--- config.mk ---
export PLATFORM = sky130hd
export DESIGN_NAME = wdt_shared_irq
export DESIGN_NICKNAME = d
export VERILOG_FILES = /design/src/rtl/wdt_pkg.sv /design/src/rtl/wdt_regs.sv /design/src/rtl/wdt_timer.sv /design/src/rtl/wdt_pin_mux.sv /design/src/rtl/wdt_shared_irq.sv
export SDC_FILE = /design/constraint.sdc
export NUM_CORES = 1
export LEC_CHECK = 0
export BUFFER_PORTS_ARGS = -buffer_cell sky130_fd_sc_hd__clkbuf_2
export CORE_UTILIZATION = 25
export CTS_CLUSTER_DIAMETER = 120
export CTS_CLUSTER_SIZE = 30
export DETAILED_ROUTE_END_ITERATION = 8
export GPL_ROUTABILITY_DRIVEN = 1
export PLACE_DENSITY_LB_ADDON = 0.25
export SLEW_MARGIN = 20
export SYNTH_ARGS = -nofsm -noshare
export SYNTH_HDL_FRONTEND = slang
export SYNTH_SLANG_ARGS = --single-unit
--- constraint.sdc ---
create_clock -name clk_i -period 2.3 [get_ports clk_i]
set_clock_uncertainty 0.05 [all_clocks]
set_input_delay 0.115 -clock clk_i [delete_from_list [all_inputs] [get_ports clk_i]]
set_output_delay 0.115 -clock clk_i [all_outputs]
set_load 0.01 [all_outputs]
--- src/rtl/wdt_pkg.sv ---
package wdt_pkg;
   // Bit positions that software decodes
   localparam int FLAG_WD_BIT = 7;
   localparam int FLAG_AL_BIT = 6;
   localparam int CTRL_FT_BIT = 0;
   localparam int CTRL_AL_BIT = 1;

   typedef enum logic {
      STEER_PIN = 1'b0,
      STEER_RST = 1'b1
   } steer_e;
endpackage

--- src/rtl/wdt_regs.sv ---
module wdt_regs #(
   parameter int ADDR_W     = 17,
   parameter int DATA_W     = 8,
   parameter int WD_W       = 8,
   parameter logic [ADDR_W-1:0] FLAGS_ADDR = 17'h1FFF0,
   parameter logic [ADDR_W-1:0] CTRL_ADDR  = 17'h1FFF1,
   parameter logic [ADDR_W-1:0] WD_ADDR    = 17'h1FFF7
) (
   input  logic              clk_i,
   input  logic              rst_ni,
   input  logic [ADDR_W-1:0] addr_i,
   input  logic [DATA_W-1:0] wdata_i,
   input  logic              rd_i,
   input  logic              wr_i,
   input  logic              pfail_i,
   input  logic              timeout_i,
   input  logic              alarm_match_i,
   output logic [DATA_W-1:0] rdata_o,
   output logic [WD_W-1:0]   wd_q_o,
   output logic              ft_en_o,
   output logic              al_en_o,
   output logic              wd_flag_o,
   output logic              al_flag_o,
   output logic              wd_wr_o,
   output logic              flags_rd_o
);
   import wdt_pkg::*;

   logic [WD_W-1:0] wd_q;
   logic            ft_en_q, al_en_q, wd_flag_q, al_flag_q;
   logic            sel_flags, sel_ctrl, sel_wd;

   assign sel_flags  = (addr_i == FLAGS_ADDR);
   assign sel_ctrl   = (addr_i == CTRL_ADDR);
   assign sel_wd     = (addr_i == WD_ADDR);
   assign wd_wr_o    = wr_i && sel_wd;
   assign flags_rd_o = rd_i && sel_flags;

   always_ff @(posedge clk_i or negedge rst_ni) begin
      if (!rst_ni) begin
         wd_q <= '0;
      end else if (pfail_i) begin
         wd_q <= '0;
      end else if (wd_wr_o) begin
         wd_q <= wdata_i[WD_W-1:0];
      end
   end

   always_ff @(posedge clk_i or negedge rst_ni) begin
      if (!rst_ni) begin
         ft_en_q <= 1'b0;
         al_en_q <= 1'b0;
      end else if (wr_i && sel_ctrl) begin
         ft_en_q <= wdata_i[CTRL_FT_BIT];
         al_en_q <= wdata_i[CTRL_AL_BIT];
      end
   end

   // Set beats clear so a same-cycle event is never lost
   always_ff @(posedge clk_i or negedge rst_ni) begin
      if (!rst_ni) begin
         wd_flag_q <= 1'b0;
         al_flag_q <= 1'b0;
      end else begin
         if (timeout_i)                    wd_flag_q <= 1'b1;
         else if (flags_rd_o)              wd_flag_q <= 1'b0;
         if (alarm_match_i && al_en_q)     al_flag_q <= 1'b1;
         else if (flags_rd_o)              al_flag_q <= 1'b0;
      end
   end

   always_comb begin
      rdata_o = '0;
      if (sel_flags) begin
         rdata_o[FLAG_WD_BIT] = wd_flag_q;
         rdata_o[FLAG_AL_BIT] = al_flag_q;
      end else if (sel_ctrl) begin
         rdata_o[CTRL_FT_BIT] = ft_en_q;
         rdata_o[CTRL_AL_BIT] = al_en_q;
      end else if (sel_wd) begin
         rdata_o[WD_W-1:0] = wd_q;
      end
   end

   assign wd_q_o    = wd_q;
   assign ft_en_o   = ft_en_q;
   assign al_en_o   = al_en_q;
   assign wd_flag_o = wd_flag_q;
   assign al_flag_o = al_flag_q;
endmodule

--- src/rtl/wdt_timer.sv ---
module wdt_timer #(
   parameter int MULT_W      = 5,
   parameter int RES_W       = 2,
   parameter int RES_SH      = 2,
   parameter int RST_LEN     = 4,
   parameter bit RST_ACT_LOW = 1'b0
) (
   input  logic              clk_i,
   input  logic              rst_ni,
   input  logic              tick_i,
   input  logic              pfail_i,
   input  logic              wd_wr_i,
   input  logic              new_zero_i,
   input  logic [MULT_W-1:0] new_mult_i,
   input  logic [RES_W-1:0]  new_res_i,
   input  logic [MULT_W-1:0] cur_mult_i,
   input  logic [RES_W-1:0]  cur_res_i,
   input  logic              cur_steer_i,
   output logic              timeout_o,
   output logic              wd_irq_o,
   output logic              rst_act_o,
   output logic              wd_rst_o
);
   import wdt_pkg::*;

   localparam int SH_MAX = RES_SH * ((1 << RES_W) - 1);
   localparam int CNT_W  = MULT_W + SH_MAX;
   localparam int RC_W   = $clog2(RST_LEN + 1);

   logic [CNT_W-1:0] cnt_q, per_new, per_cur;
   logic [RC_W-1:0]  rc_q;
   logic             run_q, irq_q, load, stop, irq_clr;

   assign per_new = CNT_W'(new_mult_i) << (RES_SH * int'(new_res_i));
   assign per_cur = CNT_W'(cur_mult_i) << (RES_SH * int'(cur_res_i));

   assign load    = wd_wr_i && !pfail_i && (new_mult_i != '0);
   assign stop    = pfail_i || (wd_wr_i && (new_mult_i == '0));
   assign irq_clr = pfail_i || (wd_wr_i && new_zero_i);

   assign timeout_o = run_q && tick_i && (cnt_q == CNT_W'(1)) && !wd_wr_i && !pfail_i;

   always_ff @(posedge clk_i or negedge rst_ni) begin
      if (!rst_ni) begin
         cnt_q <= '0;
         run_q <= 1'b0;
      end else if (stop) begin
         run_q <= 1'b0;
      end else if (load) begin
         cnt_q <= per_new;
         run_q <= 1'b1;
      end else if (timeout_o) begin
         if (cur_steer_i == STEER_RST) cnt_q <= per_cur;
         else                          run_q <= 1'b0;
      end else if (run_q && tick_i) begin
         cnt_q <= cnt_q - CNT_W'(1);
      end
   end

   always_ff @(posedge clk_i or negedge rst_ni) begin
      if (!rst_ni)                                    irq_q <= 1'b0;
      else if (irq_clr)                               irq_q <= 1'b0;
      else if (timeout_o && cur_steer_i == STEER_PIN) irq_q <= 1'b1;
   end

   always_ff @(posedge clk_i or negedge rst_ni) begin
      if (!rst_ni)                                    rc_q <= '0;
      else if (timeout_o && cur_steer_i == STEER_RST) rc_q <= RC_W'(RST_LEN);
      else if (rc_q != '0)                            rc_q <= rc_q - RC_W'(1);
   end

   assign wd_irq_o  = irq_q;
   assign rst_act_o = (rc_q != '0);

   generate
      if (RST_ACT_LOW) begin : g_rst_low
         assign wd_rst_o = ~rst_act_o;
      end else begin : g_rst_high
         assign wd_rst_o = rst_act_o;
      end
   endgenerate
endmodule

--- src/rtl/wdt_pin_mux.sv ---
module wdt_pin_mux #(
   parameter bit PIN_ACT_LOW = 1'b0
) (
   input  logic wd_irq_i,
   input  logic al_flag_i,
   input  logic ft_en_i,
   input  logic al_en_i,
   input  logic wd_armed_pin_i,
   input  logic ft_wave_i,
   output logic pin_act_o,
   output logic pin_o
);
   logic ft_ok;

   // Watchdog and alarm own the pin whenever either may use it
   assign ft_ok     = ft_en_i && !al_en_i && !wd_armed_pin_i;
   assign pin_act_o = wd_irq_i || al_flag_i || (ft_ok && ft_wave_i);

   generate
      if (PIN_ACT_LOW) begin : g_pin_low
         assign pin_o = ~pin_act_o;
      end else begin : g_pin_high
         assign pin_o = pin_act_o;
      end
   endgenerate
endmodule

--- src/rtl/wdt_shared_irq.sv ---
module wdt_shared_irq #(
   parameter int ADDR_W      = 17,
   parameter int DATA_W      = 8,
   parameter int MULT_W      = 5,
   parameter int RES_W       = 2,
   parameter int RES_SH      = 2,
   parameter int RST_LEN     = 4,
   parameter bit PIN_ACT_LOW = 1'b0,
   parameter bit RST_ACT_LOW = 1'b0,
   parameter logic [ADDR_W-1:0] FLAGS_ADDR = 17'h1FFF0,
   parameter logic [ADDR_W-1:0] CTRL_ADDR  = 17'h1FFF1,
   parameter logic [ADDR_W-1:0] WD_ADDR    = 17'h1FFF7
) (
   input  logic              clk_i,
   input  logic              rst_ni,
   input  logic [ADDR_W-1:0] addr_i,
   input  logic [DATA_W-1:0] wdata_i,
   input  logic              rd_i,
   input  logic              wr_i,
   output logic [DATA_W-1:0] rdata_o,
   input  logic              tick_i,
   input  logic              pfail_i,
   input  logic              alarm_match_i,
   input  logic              ft_wave_i,
   output logic              irq_ft_o,
   output logic              wd_rst_o
);
   import wdt_pkg::*;

   localparam int WD_W     = 1 + MULT_W + RES_W;
   localparam int STEER_B  = MULT_W + RES_W;

   generate
      if (WD_W > DATA_W) begin : g_bad_width
         $error("watchdog fields exceed data width");
      end
      if (DATA_W <= FLAG_WD_BIT) begin : g_bad_flags
         $error("data width too small for flags");
      end
      if (RST_LEN < 1 || MULT_W < 1 || RES_W < 1) begin : g_bad_param
         $error("RST_LEN, MULT_W and RES_W must be at least 1");
      end
   endgenerate

   logic [WD_W-1:0] wd_q;
   logic            ft_en, al_en, wd_flag, al_flag, wd_wr, flags_rd;
   logic            timeout, wd_irq, rst_act, pin_act, wd_armed_pin;

   wdt_regs #(
      .ADDR_W(ADDR_W), .DATA_W(DATA_W), .WD_W(WD_W),
      .FLAGS_ADDR(FLAGS_ADDR), .CTRL_ADDR(CTRL_ADDR), .WD_ADDR(WD_ADDR)
   ) regs_i (
      .clk_i(clk_i), .rst_ni(rst_ni), .addr_i(addr_i), .wdata_i(wdata_i),
      .rd_i(rd_i), .wr_i(wr_i), .pfail_i(pfail_i), .timeout_i(timeout),
      .alarm_match_i(alarm_match_i), .rdata_o(rdata_o), .wd_q_o(wd_q),
      .ft_en_o(ft_en), .al_en_o(al_en), .wd_flag_o(wd_flag),
      .al_flag_o(al_flag), .wd_wr_o(wd_wr), .flags_rd_o(flags_rd)
   );

   wdt_timer #(
      .MULT_W(MULT_W), .RES_W(RES_W), .RES_SH(RES_SH),
      .RST_LEN(RST_LEN), .RST_ACT_LOW(RST_ACT_LOW)
   ) timer_i (
      .clk_i(clk_i), .rst_ni(rst_ni), .tick_i(tick_i), .pfail_i(pfail_i),
      .wd_wr_i(wd_wr), .new_zero_i(wdata_i == '0),
      .new_mult_i(wdata_i[RES_W +: MULT_W]), .new_res_i(wdata_i[RES_W-1:0]),
      .cur_mult_i(wd_q[RES_W +: MULT_W]), .cur_res_i(wd_q[RES_W-1:0]),
      .cur_steer_i(wd_q[STEER_B]), .timeout_o(timeout), .wd_irq_o(wd_irq),
      .rst_act_o(rst_act), .wd_rst_o(wd_rst_o)
   );

   assign wd_armed_pin = (wd_q[RES_W +: MULT_W] != '0) && (wd_q[STEER_B] == STEER_PIN);

   wdt_pin_mux #(.PIN_ACT_LOW(PIN_ACT_LOW)) mux_i (
      .wd_irq_i(wd_irq), .al_flag_i(al_flag), .ft_en_i(ft_en), .al_en_i(al_en),
      .wd_armed_pin_i(wd_armed_pin), .ft_wave_i(ft_wave_i),
      .pin_act_o(pin_act), .pin_o(irq_ft_o)
   );
endmodule

==> run_results.csv, run 1 <==
group,metric,value,unit
status,run_status,"finished clean",
route,final_routed_wire_length_divided_by_cell_count,15.0,um
timing,fin_setup_tns,0,ns
finish,sequential_cell_area,701,um2
placed_design,place_worst_setup_slack,0.0755,ns
power,switching_fraction_of_total_power,0.222,
logic_synthesis,synth_adder_area_share,0.0239,
logic_synthesis,synth_edf_count,0,
route,dr.pass1.iters,4,
finish,most_used_cells_in_the_layout_excluding_fill_and_tap_cells,"sky130_fd_sc_hd__clkbuf_2, sky130_fd_sc_hd__nand2_1, sky130_fd_sc_hd__dfrtp_1, sky130_fd_sc_hd__a21oi_1, sky130_fd_sc_hd__nor2_1",
logic_synthesis,synth_nets,282,
logic_synthesis,post_synth_mux_area_share,0.0853,
grt,first_global_vias,1986,
clock_network,worst_setup_hold_path_clk_slew,0.10,ns
timing,setup_viol,0,
timing,finalHoldViolCount,0,
critical_path,setup.reg_to_reg.worst_slack,0.07,ns
power,power_density,381,mW/mm2
timing,fin_hold_ws,0.0172,ns
critical_path,critical_r2r_capture,"timer_i.cnt_q[4]$_DFFE_PN0P_",
logic_synthesis,post_synth_and_or_nand_nor_area_fraction,0.298,
placed_design,dpl.hpwl,4.60,mm
power,seqPwrFrac,0.505,
finish,fill_cell_count,891,
power,internal_power,0.000758,W
critical_path,critical_path_arrival,2.35,ns
power,vdd_ir_drop_max,0.216,mV
placed_design,finalWeightedCongestion,0.793,
floorplanning,io_pins,43,
clock_network,clock-root-buffer,"sky130_fd_sc_hd__clkbuf_8",
critical_path,worstPathRequired,2.42,ns
floorplanning,core,0.00818,mm2
route,routed_via_density,4.97,
logic_synthesis,number_of_distinct_standard_cells_referenced_by_the_synthesized_netlist,53,
floorplanning,dieHeight,93.6,um
job,maxCapViolCount,0,
clock_network,tritoncts,"yes",
logic_synthesis,synth-warning-count,0,
route,drtAntennaViolNets,0,
placed_design,port_buffers,42,
logic_synthesis,postSynth.topFlopCell,"sky130_fd_sc_hd__dfrtp_1",
clock_network,h-tree-depth,1,
grt,grt_start_max_net_pins,29,
grt,grt_pass1_wl,10.3,mm
critical_path,critical_path_class,"flip-flop to flip-flop",
route,finalWirelength,6.00,mm
clock_network,cts_resized,0,
timing,fmax,449,MHz
logic_synthesis,synthesis.area_per_instance,8.56,um2
logic_synthesis,part_of_the_yosys_area_used_for_sequential_elements,0.334,
timing,tightestPinTransition,0.736,ns
finish,layout_commonest_cell,"sky130_fd_sc_hd__clkbuf_2",
critical_path,worst_setup_path_end_kind,"flip-flop",
critical_path,critical_path.reg2reg.startpoint,"timer_i.cnt_q[7]$_DFFE_PN0P_",
logic_synthesis,synth_largest_area_cell,"sky130_fd_sc_hd__dfrtp_1",
power,total_leakage_power,1.19,nW
timing,max-slew-margin-rel,0.510,
timing,final_max_slew_viol_count,0,
logic_synthesis,synth_top_area_share,0.334,
clock_network,clock_buffer_depth,2,
floorplanning,die_area,0.00876,mm2
timing,final_period_minus_worst_setup_slack,2.23,ns
logic_synthesis,synth_compound_area_frac,0.183,
route,drt_iter0_markers,117,
clock_network,clock_sinks,28,
grt,grt_overflow,0,
logic_synthesis,synth_seq_cells,28,
clock_network,number_of_buffers_created_by_cts,3,
floorplanning,die-width,93.6,um
worst_hold_path,end_point_of_the_most_critical_hold_path,"regs_i.al_flag_o$_DFFE_PN0P_",
clock_network,clock_latency,0.28,ns
logic_synthesis,postSynthCellCount,245,
critical_path,reg2reg_depth,6,
floorplanning,start_util,0.257,
worst_hold_path,min_path_cells,2,
route,drc,0,
worst_hold_path,hp-start,"alarm_match_i",
finish,antenna_cells_inserted,0,
logic_synthesis,yosys-top-cells-area,"sky130_fd_sc_hd__dfrtp_1, sky130_fd_sc_hd__nand2_1, sky130_fd_sc_hd__a21oi_1",
grt,antenna_found_initial,0,
logic_synthesis,synth_top_family_by_area,"simple AND/OR/NAND/NOR gates",
finish,area_growth_syn_to_layout,22.0,%
grt,track_usage,0.150,
finish,post_route_cells_drive_above_1_share,0.270,
finish,final_net_count,334,
logic_synthesis,post_synth_xor_area_fraction,0.0251,
floorplanning,placement_rows,33,
critical_path,worstPathMaxFanout,9,
critical_path,start_kind,"flip-flop",
logic_synthesis,synthesis.area,0.00210,mm2
route,routed-via-count,1994,
power,p_switching,0.000216,W
power,clock_power_share,0.412,
worst_hold_path,hold_class,"input pin to flip-flop",
finish,multiInputGateArea,0.00129,mm2
logic_synthesis,asyncSetResetFlopFracSynth,1.00,
power,power.share.combinational,0.083,
timing,worst_slack,0.0749,ns
timing,finalCritPeriodShare,0.967,
## sequential cells by signal, summed over array words and instances (netlist names)
signal / count
regs_i.al_en_o: 1
regs_i.wd_q_o: 8
regs_i.al_flag_o: 1
timer_i.cnt_q: 11
regs_i.wd_flag_o: 1
timer_i.run_q: 1
timer_i.rc_q: 3
regs_i.ft_en_o: 1
timer_i.wd_irq_o: 1
## cells in the mapped netlist (4+ instances only)
| master | count |
|---|---|
| sky130_fd_sc_hd__nor2_1 | 19 |
| sky130_fd_sc_hd__a22o_1 | 6 |
| sky130_fd_sc_hd__a31oi_1 | 5 |
| sky130_fd_sc_hd__mux2i_1 | 10 |
| sky130_fd_sc_hd__nand4_1 | 5 |
| sky130_fd_sc_hd__nand2_1 | 35 |
| sky130_fd_sc_hd__dfrtp_1 | 28 |
| sky130_fd_sc_hd__nand3_1 | 8 |
| sky130_fd_sc_hd__nor3_1 | 5 |
| sky130_fd_sc_hd__inv_1 | 6 |
| sky130_fd_sc_hd__o21ai_0 | 7 |
| sky130_fd_sc_hd__ha_1 | 4 |
| sky130_fd_sc_hd__a21oi_1 | 24 |
| sky130_fd_sc_hd__o21ai_1 | 5 |
| sky130_fd_sc_hd__and3_1 | 8 |
| sky130_fd_sc_hd__mux2_2 | 7 |
| sky130_fd_sc_hd__clkbuf_1 | 5 |
## cells by family (layout without fill, tap and decap cells)
family | after synthesis | count (layout)
buffers and inverters | 18 | 69
DFF | 28 | 28
AOI/OAI and AO/OA | 62 | 62
muxes | 17 | 17
adders and majority gates | 4 | 4
and+or+nand+nor | 110 | 110
xor gates and xnor gates | 6 | 6
## area by class of cell
class	count	share of cell area
clock buffers	3	0.0161
multi-input cells	199	0.504
flip-flops and latches	28	0.274
well taps	105	0.0513
repair buffers	59	0.134
inverters	6	0.00880
clock inverters	1	0.0117
## worst max path at each step
stage                                       startpoint                            end  cells after the start
after floorplan           timer_i.cnt_q[5]$_DFFE_PN0P_   timer_i.cnt_q[0]$_DFFE_PN0P_                      7
after global placement    timer_i.cnt_q[5]$_DFFE_PN0P_  timer_i.cnt_q[10]$_DFFE_PN0P_                      6
after detailed placement  timer_i.cnt_q[5]$_DFFE_PN0P_   timer_i.cnt_q[4]$_DFFE_PN0P_                      6
after CTS                 timer_i.cnt_q[5]$_DFFE_PN0P_   timer_i.cnt_q[9]$_DFFE_PN0P_                      6
after global routing      timer_i.cnt_q[7]$_DFFE_PN0P_   timer_i.cnt_q[9]$_DFFE_PN0P_                      6
final                     timer_i.cnt_q[7]$_DFFE_PN0P_   timer_i.cnt_q[4]$_DFFE_PN0P_                      6
## power by group through the flow
| stage | Combinational, W | Clock [W] | Sequential [W] |
|---|---|---|---|
| 6_report | 0.0000810 | 0.000401 | 0.000492 |
| 5_1_grt | 0.0000923 | 0.000433 | 0.000492 |
| 4_1_cts | 0.0000824 | 0.000416 | 0.000492 |
| 3_5_place_dp | 0.0000797 | 0 | 0.000502 |
| 3_3_place_gp | 0.0000796 | 0 | 0.000502 |
| 2_1_floorplan | 0.0000315 | 0 | 0.000502 |
## what timing repair did
action / 4_1_cts / 5_1_grt
hold buffers: 2 / 0
setup buffers: 0 / 3
setup endpoints to repair: 0 / 10
endpoints found under the hold margin: 29 / 0
## per-stage QoR
step	cells	power, W	area, um2	util
floorplan	245	0.000533	2100	-
global placement	392	0.000581	2440	0.299
detailed placement	392	0.000581	2440	0.299
CTS	398	0.000990	2540	0.310
global route	401	0.00102	2560	0.313
finish	401	0.000974	2560	0.313
## worst max-delay path: stages, from the launching register on
cell	delay, ns
sky130_fd_sc_hd__dfrtp_1	0.45
sky130_fd_sc_hd__nor4_4	0.40
sky130_fd_sc_hd__nand2b_2	0.14
sky130_fd_sc_hd__or4_4	0.53
sky130_fd_sc_hd__and4_4	0.28
sky130_fd_sc_hd__mux2i_1	0.18
sky130_fd_sc_hd__mux2i_1	0.09
## routing by layer
metal,global-route usage,vias up,share of wire
met5,0,-,0
li1,-,997,-
met2,0.241,47,0.46
met3,0.0130,6,0.033
met4,0.0449,0,0.015
met1,0.213,944,0.49
(Power assumes the default switching activity.)
==> inputs of run 2 (changes only) <==
ABC_AREA = 1   (was not set)
==> run_results.csv, run 2 <==
group,metric,value,unit
status,run_status,"finished clean",
route,finalWirelength,6.46,mm
clock_network,clock_latency,0.28,ns
grt,grt_pass1_wl,11.2,mm
route,routed_via_density,4.79,
grt,antenna_found_initial,0,
placed_design,dpl.hpwl,5.17,mm
finish,final_design_area_no_fill,0.00264,mm2
logic_synthesis,yosys-top-cells-area,"sky130_fd_sc_hd__dfrtp_1, sky130_fd_sc_hd__nand2_1, sky130_fd_sc_hd__nand3_1",
logic_synthesis,synth_top_area_share,0.312,
route,wl_met2,2.91,mm
timing,finalHoldViolCount,0,
critical_path,start_kind,"flip-flop",
route,drt_iter0_markers,207,
timing,final_max_slew_viol_count,0,
timing,max-slew-margin-rel,0.491,
logic_synthesis,synthesis.area,0.00224,mm2
timing,fin_hold_ws,0.0544,ns
floorplanning,start_util,0.257,
finish,layout.cells.non_filler,500,
power,power_density,757,mW/mm2
clock_network,number_of_buffers_created_by_cts,3,
logic_synthesis,synth_most_common_cell,"sky130_fd_sc_hd__nand2_1",
timing,setup_viol,0,
placed_design,dpl-instance-area,0.00256,mm2
timing,fmax,506,MHz
clock_network,worst_setup_hold_path_clk_slew,0.11,ns
logic_synthesis,synth_largest_area_cell,"sky130_fd_sc_hd__dfrtp_1",
floorplanning,die-width,96.7,um
grt,grt_overflow,0,
finish,most_used_cells_in_the_layout_excluding_fill_and_tap_cells,"sky130_fd_sc_hd__nand2_1, sky130_fd_sc_hd__clkbuf_2, sky130_fd_sc_hd__inv_1, sky130_fd_sc_hd__nand3_1, sky130_fd_sc_hd__dfrtp_1",
clock_network,h-tree-depth,1,
route,topRoutingLayerUsed,"met4",
placed_design,finalWeightedCongestion,0.822,
logic_synthesis,postSynth.topFlopCell,"sky130_fd_sc_hd__dfrtp_1",
power,vdd_ir_drop_max,0.222,mV
logic_synthesis,postSynthCellCount,351,
route,final_routed_wire_length_divided_by_cell_count,12.9,um
floorplanning,die_area,0.00936,mm2
logic_synthesis,synth_seq_cells,28,
job,maxCapViolCount,0,
placed_design,dp_cells,494,
grt,first_global_vias,2357,
logic_synthesis,synthTopCellsByCount,"sky130_fd_sc_hd__nand2_1, sky130_fd_sc_hd__inv_1, sky130_fd_sc_hd__nand3_1, sky130_fd_sc_hd__dfrtp_1, sky130_fd_sc_hd__nor2_1",
logic_synthesis,synth_edf_count,0,
floorplanning,placement_rows,34,
logic_synthesis,synth_nets,388,
grt,grt_start_max_net_pins,29,
logic_synthesis,synthesis.area_per_instance,6.39,um2
logic_synthesis,synth-warning-count,0,
timing,finalCritPeriodShare,0.859,
clock_network,clock-root-buffer,"sky130_fd_sc_hd__clkbuf_8",
finish,area_growth_syn_to_layout,17.5,%
timing,final_period_minus_worst_setup_slack,1.98,ns
worst_hold_path,hold_class,"input pin to flip-flop",
floorplanning,core,0.00872,mm2
critical_path,worst_setup_path_end_kind,"flip-flop",
finish,max_flop_register,"timer_i.cnt_q",
floorplanning,dieHeight,96.7,um
route,drtAntennaViolNets,0,
clock_network,clock_buffer_depth,2,
logic_synthesis,number_of_distinct_standard_cells_referenced_by_the_synthesized_netlist,33,
finish,largest_register_ffs,11,
logic_synthesis,asyncSetResetFlopFracSynth,1.00,
floorplanning,io_pins,43,
power,total_leakage_power,1.38,nW
route,dr.pass1.iters,5,
finish,post_route_cells_drive_above_1_share,0.196,
critical_path,worstPathRequired,2.44,ns
critical_path,critical_path_arrival,2.11,ns
clock_network,clock_sinks,28,
placed_design,port_buffers,42,
timing,rsz_0062_raised_after_global_routing,"false",
timing,fin_setup_tns,0,ns
finish,antenna_cells_inserted,0,
critical_path,worstPathMaxFanout,12,
finish,final_net_count,430,
route,met1Wirelength,3.20,mm
route,routed-via-count,2397,
logic_synthesis,part_of_the_yosys_area_used_for_sequential_elements,0.312,
critical_path,critical_path_class,"flip-flop to flip-flop",
grt,track_usage,0.146,
route,dr_wl_met3,280,um
clock_network,tritoncts,"yes",
timing,tightestPinTransition,0.763,ns
route,drc,0,
finish,layout_commonest_cell,"sky130_fd_sc_hd__nand2_1",
==> run 2: changes by cell type in the layout (fill, tap and decap cells not counted), sizes merged, moves of 8 or more <==
cell	before	now
mux2i	10	0
a21oi	24	4
and3	8	0
nand4	6	16
nand2	35	126
nand3	9	32
o22ai	1	9
inv	6	50
nor2	19	30
buf	15	3
o21ai	12	22
==> run 2: per-stage QoR <==
stage | utilization | power (W) | worst slack, ns
after floorplan | - | 0.00141 | 0.674
after global routing | 0.302 | 0.00222 | 0.0596
after detailed placement | 0.293 | 0.00168 | 0.194
after CTS | 0.302 | 0.00201 | 0.180
final | 0.302 | 0.00200 | 0.324
after global placement | 0.293 | 0.00167 | 0.279
==> run 2: power breakdown <==
group	switching, W	total [W]	internal (W)	leakage, nW
clock	0.000172	0.000326	0.000154	0.0288
combinational	0.000590	0.000965	0.000374	0.989
sequential	0.0000974	0.000706	0.000609	0.361
==> run 2: layout make-up <==
cell class / instances / area, um2
sequential: 28 / 701
timing repair buffer: 47 / 253
multi-input combinational: 262 / 1300
fill: 970 / 6080
tap: 108 / 135
clock buffer: 4 / 55.1
inverter: 51 / 191
==> run 2: metal layers <==
| metal | vias up | global-route usage |
|---|---|---|
| li1 | 1212 | - |
| met1 | 1106 | 0.212 |
| met5 | - | 0 |
| met2 | 69 | 0.231 |
| met4 | 0 | 0.0379 |
| met3 | 10 | 0.0130 |
==> run 2: kinds of logic (layout without fill, tap and decap cells) <==
| logic type | Yosys count | in the layout | synth area share |
|---|---|---|---|
| xor+xnor | 5 | 5 | 0.0195 |
| flops | 28 | 28 | 0.312 |
| compound gates | 40 | 40 | 0.103 |
| simple gates | 213 | 213 | 0.433 |
| fa+ha+maj | 4 | 4 | 0.0223 |
| buf+inv | 61 | 102 | 0.110 |
==> run 2: timing repair <==
| action | CTS | global route |
|---|---|---|
| resized for setup | 0 | 1 |
| setup buffers | 0 | 0 |
| endpoints found under the hold margin | 29 | 0 |
| endpoints found under the setup margin | 0 | 11 |
| hold buffers | 2 | 0 |
==> run 2: final timing paths <==
| kind | startpoint | to | slack [ns] | cells past startpoint |
|---|---|---|---|---|
| max reg2reg | timer_i.cnt_q[1]$_DFFE_PN0P_ | timer_i.cnt_q[8]$_DFFE_PN0P_ | 0.32 | 13 |
| min in group asynchronous | rst_ni | timer_i.run_q$_DFFE_PN0P_ | 0.38 | 2 |
| min | wdata_i[2] | regs_i.wd_q_o[2]$_DFFE_PN0P_ | 0.05 | 3 |
| min reg2reg | timer_i.cnt_q[9]$_DFFE_PN0P_ | timer_i.cnt_q[9]$_DFFE_PN0P_ | 0.47 | 2 |
| max in group asynchronous | rst_ni | regs_i.wd_q_o[7]$_DFFE_PN0P_ | 1.34 | 2 |
| max | timer_i.cnt_q[1]$_DFFE_PN0P_ | timer_i.cnt_q[8]$_DFFE_PN0P_ | 0.32 | 13 |
==> run 2: critical path: stages (launching register included) <==
cell                      delay [ns]
sky130_fd_sc_hd__dfrtp_1        0.41
sky130_fd_sc_hd__inv_1          0.10
sky130_fd_sc_hd__ha_1           0.15
sky130_fd_sc_hd__nand2_1        0.06
sky130_fd_sc_hd__nor2_1         0.12
sky130_fd_sc_hd__nand3_2        0.14
sky130_fd_sc_hd__inv_2          0.19
sky130_fd_sc_hd__nand3_2        0.24
sky130_fd_sc_hd__nand2_1        0.13
sky130_fd_sc_hd__nand2_1        0.05
sky130_fd_sc_hd__nand2_1        0.07
sky130_fd_sc_hd__nand2_1        0.07
sky130_fd_sc_hd__nand2_1        0.06
sky130_fd_sc_hd__nand2_1        0.05
==> inputs of run 3 (changes only) <==
CORE_UTILIZATION = 50   (was 25)
==> run_results.csv, run 3 (same netlist as run 2, synthesis figures left out) <==
group,metric,value,unit
status,run_status,"finished clean",
route,drc,0,
timing,final_max_slew_viol_count,0,
floorplanning,die-width,69.0,um
critical_path,critical_r2r_capture,"timer_i.cnt_q[4]$_DFFE_PN0P_",
route,routed-via-count,2472,
clock_network,worst_setup_hold_path_clk_slew,0.10,ns
finish,antenna_cells_inserted,0,
placed_design,dpl.hpwl,4.52,mm
timing,finalHoldViolCount,0,
job,maxCapViolCount,0,
clock_network,number_of_buffers_created_by_cts,3,
critical_path,path_cells,"inv_1 > ha_1 > nand2_1 > nor2_1 > nand3_2 > inv_2 > nand3_2 > nand2_1 > nand2_1 > nand2_1 > nand2_1 > nand2_1 > nand2_1",
finish,post_route_cells_drive_above_1_share,0.194,
finish,largest_register_ffs,11,
timing,rsz_0062_raised_after_global_routing,"false",
finish,postLayoutCoreUtil,0.621,
worst_hold_path,hp-start,"wdata_i[2]",
critical_path,critical_path.reg2reg.startpoint,"timer_i.cnt_q[1]$_DFFE_PN0P_",
critical_path,worstPathRequired,2.44,ns
critical_path,cp_common_cell,"sky130_fd_sc_hd__nand2_1",
critical_path,reg2reg_depth,13,
placed_design,port_buffers,42,
grt,grt_start_max_net_pins,29,
timing,finalCritPeriodShare,0.856,
route,finalWirelength,5.90,mm
critical_path,worstPathMaxFanout,12,
grt,grt_pass1_wl,9.49,mm
critical_path,critical_path_arrival,2.11,ns
floorplanning,placement_rows,23,
critical_path,setup.reg_to_reg.worst_slack,0.33,ns
grt,antenna_found_initial,0,
floorplanning,start_util,0.541,
critical_path,critical-path-top-delay-family,"simple AND/OR/NAND/NOR gates",
timing,setup_viol,0,
floorplanning,die_area,0.00476,mm2
placed_design,finalWeightedCongestion,0.917,
worst_hold_path,hold_class,"input pin to flip-flop",
critical_path,crit_path_top_delay_cell,"sky130_fd_sc_hd__dfrtp_1",
clock_network,clock_latency,0.28,ns
timing,final_period_minus_worst_setup_slack,1.97,ns
finish,layout.cells.non_filler,441,
power,power_density,797,mW/mm2
critical_path,cp.buffers_inverters,2,
finish,max_flop_register,"timer_i.cnt_q",
critical_path,worst_setup_path_end_kind,"flip-flop",
floorplanning,io_pins,43,
placed_design,place_worst_setup_slack,0.244,ns
finish,final_net_count,429,
power,vdd_ir_drop_max,0.325,mV
route,dr.pass1.iters,5,
worst_hold_path,end_point_of_the_most_critical_hold_path,"regs_i.wd_q_o[2]$_DFFE_PN0P_",
worst_hold_path,min_path_cells,3,
timing,max-slew-margin-rel,0.522,
timing,worst_slack,0.330,ns
route,final_routed_wire_length_divided_by_cell_count,13.4,um
finish,layout_commonest_cell,"sky130_fd_sc_hd__nand2_1",
critical_path,start_kind,"flip-flop",
route,drt_iter0_markers,244,
finish,area_growth_syn_to_layout,14.7,%
grt,first_global_vias,2108,
route,drtAntennaViolNets,0,
clock_network,clock_sinks,28,
timing,fmax,508,MHz
route,routed_via_density,5.61,
grt,track_usage,0.273,
critical_path,critical_path_class,"flip-flop to flip-flop",
floorplanning,dieHeight,69.0,um
power,total_leakage_power,1.38,nW
finish,most_used_cells_in_the_layout_excluding_fill_and_tap_cells,"sky130_fd_sc_hd__nand2_1, sky130_fd_sc_hd__clkbuf_2, sky130_fd_sc_hd__inv_1, sky130_fd_sc_hd__nand3_1, sky130_fd_sc_hd__dfrtp_1",
clock_network,h-tree-depth,1,
timing,tightestPinTransition,0.717,ns
clock_network,clock_buffer_depth,2,
clock_network,tritoncts,"yes",
grt,grt_overflow,0,
clock_network,clock-root-buffer,"sky130_fd_sc_hd__clkbuf_8",
power,report.power.total,0.00205,W
timing,fin_setup_tns,0,ns
finish,fill_cell_count,413,
placed_design,dp_cells,435,
floorplanning,core,0.00414,mm2
critical_path,cp_slowest_stage_delay,0.41,ns
-- run 3: cell types whose count changed in the layout (fill, tap and decap cells not counted), sizes merged --
cell	change
buf	-1
bufinv	+1
clkbuf	-1
-- run 3: per-layer routing --
layer	track usage	up-vias	part of all wire	wire length [um]
li1	-	1207	-	-
met1	0.387	1088	0.45	2680
met2	0.415	151	0.43	2540
met3	0.0296	26	0.079	468
met4	0.120	0	0.036	210
met5	0	-	0	0
-- run 3: repair_timing --
action / CTS / global route
hold buffers: 2 / 0
endpoints found under the setup margin: 0 / 9
gates resized for setup: 0 / 1
hold endpoints to repair: 29 / 0
buffers inserted: 0 / 0
-- run 3: worst max path at each step --
stage	startpoint	endpoint	slack, ns	depth (start not counted)
after floorplan	timer_i.cnt_q[1]$_DFFE_PN0P_	timer_i.cnt_q[7]$_DFFE_PN0P_	0.67	14
after global placement	timer_i.cnt_q[1]$_DFFE_PN0P_	timer_i.cnt_q[4]$_DFFE_PN0P_	0.31	13
after detailed placement	timer_i.cnt_q[1]$_DFFE_PN0P_	timer_i.cnt_q[7]$_DFFE_PN0P_	0.24	13
after CTS	timer_i.cnt_q[1]$_DFFE_PN0P_	timer_i.cnt_q[7]$_DFFE_PN0P_	0.21	13
after global routing	timer_i.cnt_q[1]$_DFFE_PN0P_	timer_i.cnt_q[8]$_DFFE_PN0P_	0.12	13
final	timer_i.cnt_q[1]$_DFFE_PN0P_	timer_i.cnt_q[4]$_DFFE_PN0P_	0.33	13
-- run 3: layout make-up --
type | instances | area (um2) | share of cell area
clock buffers | 3 | 41.3 | 0.0161
clock inverters | 1 | 30.0 | 0.0117
inverters | 51 | 191 | 0.0744
multi-input cells | 262 | 1300 | 0.506
flip-flops and latches | 28 | 701 | 0.272
well taps | 50 | 62.6 | 0.0243
repair buffers | 46 | 245 | 0.0953
-- run 3: tightest hold or removal path: cells and delay by family --
family                 cells  cell delay, ns
buffers and inverters      2            0.15
AOI/OAI and AO/OA          1            0.08
-- run 3: report_power, final --
group | switching [W] | total [W] | internal, W | leakage [nW]
combinational | 0.000582 | 0.000942 | 0.000359 | 0.985
clock | 0.000168 | 0.000402 | 0.000233 | 0.0357
sequential | 0.0000978 | 0.000707 | 0.000609 | 0.361
-- run 3: stage by stage --
step	hold slack, ns	cell area [um2]
after global placement	0.154	2480
after detailed placement	0.155	2480
after global routing	0.0729	2570
after floorplan	-0.231	2240
final	0.0588	2570
after CTS	0.0626	2570
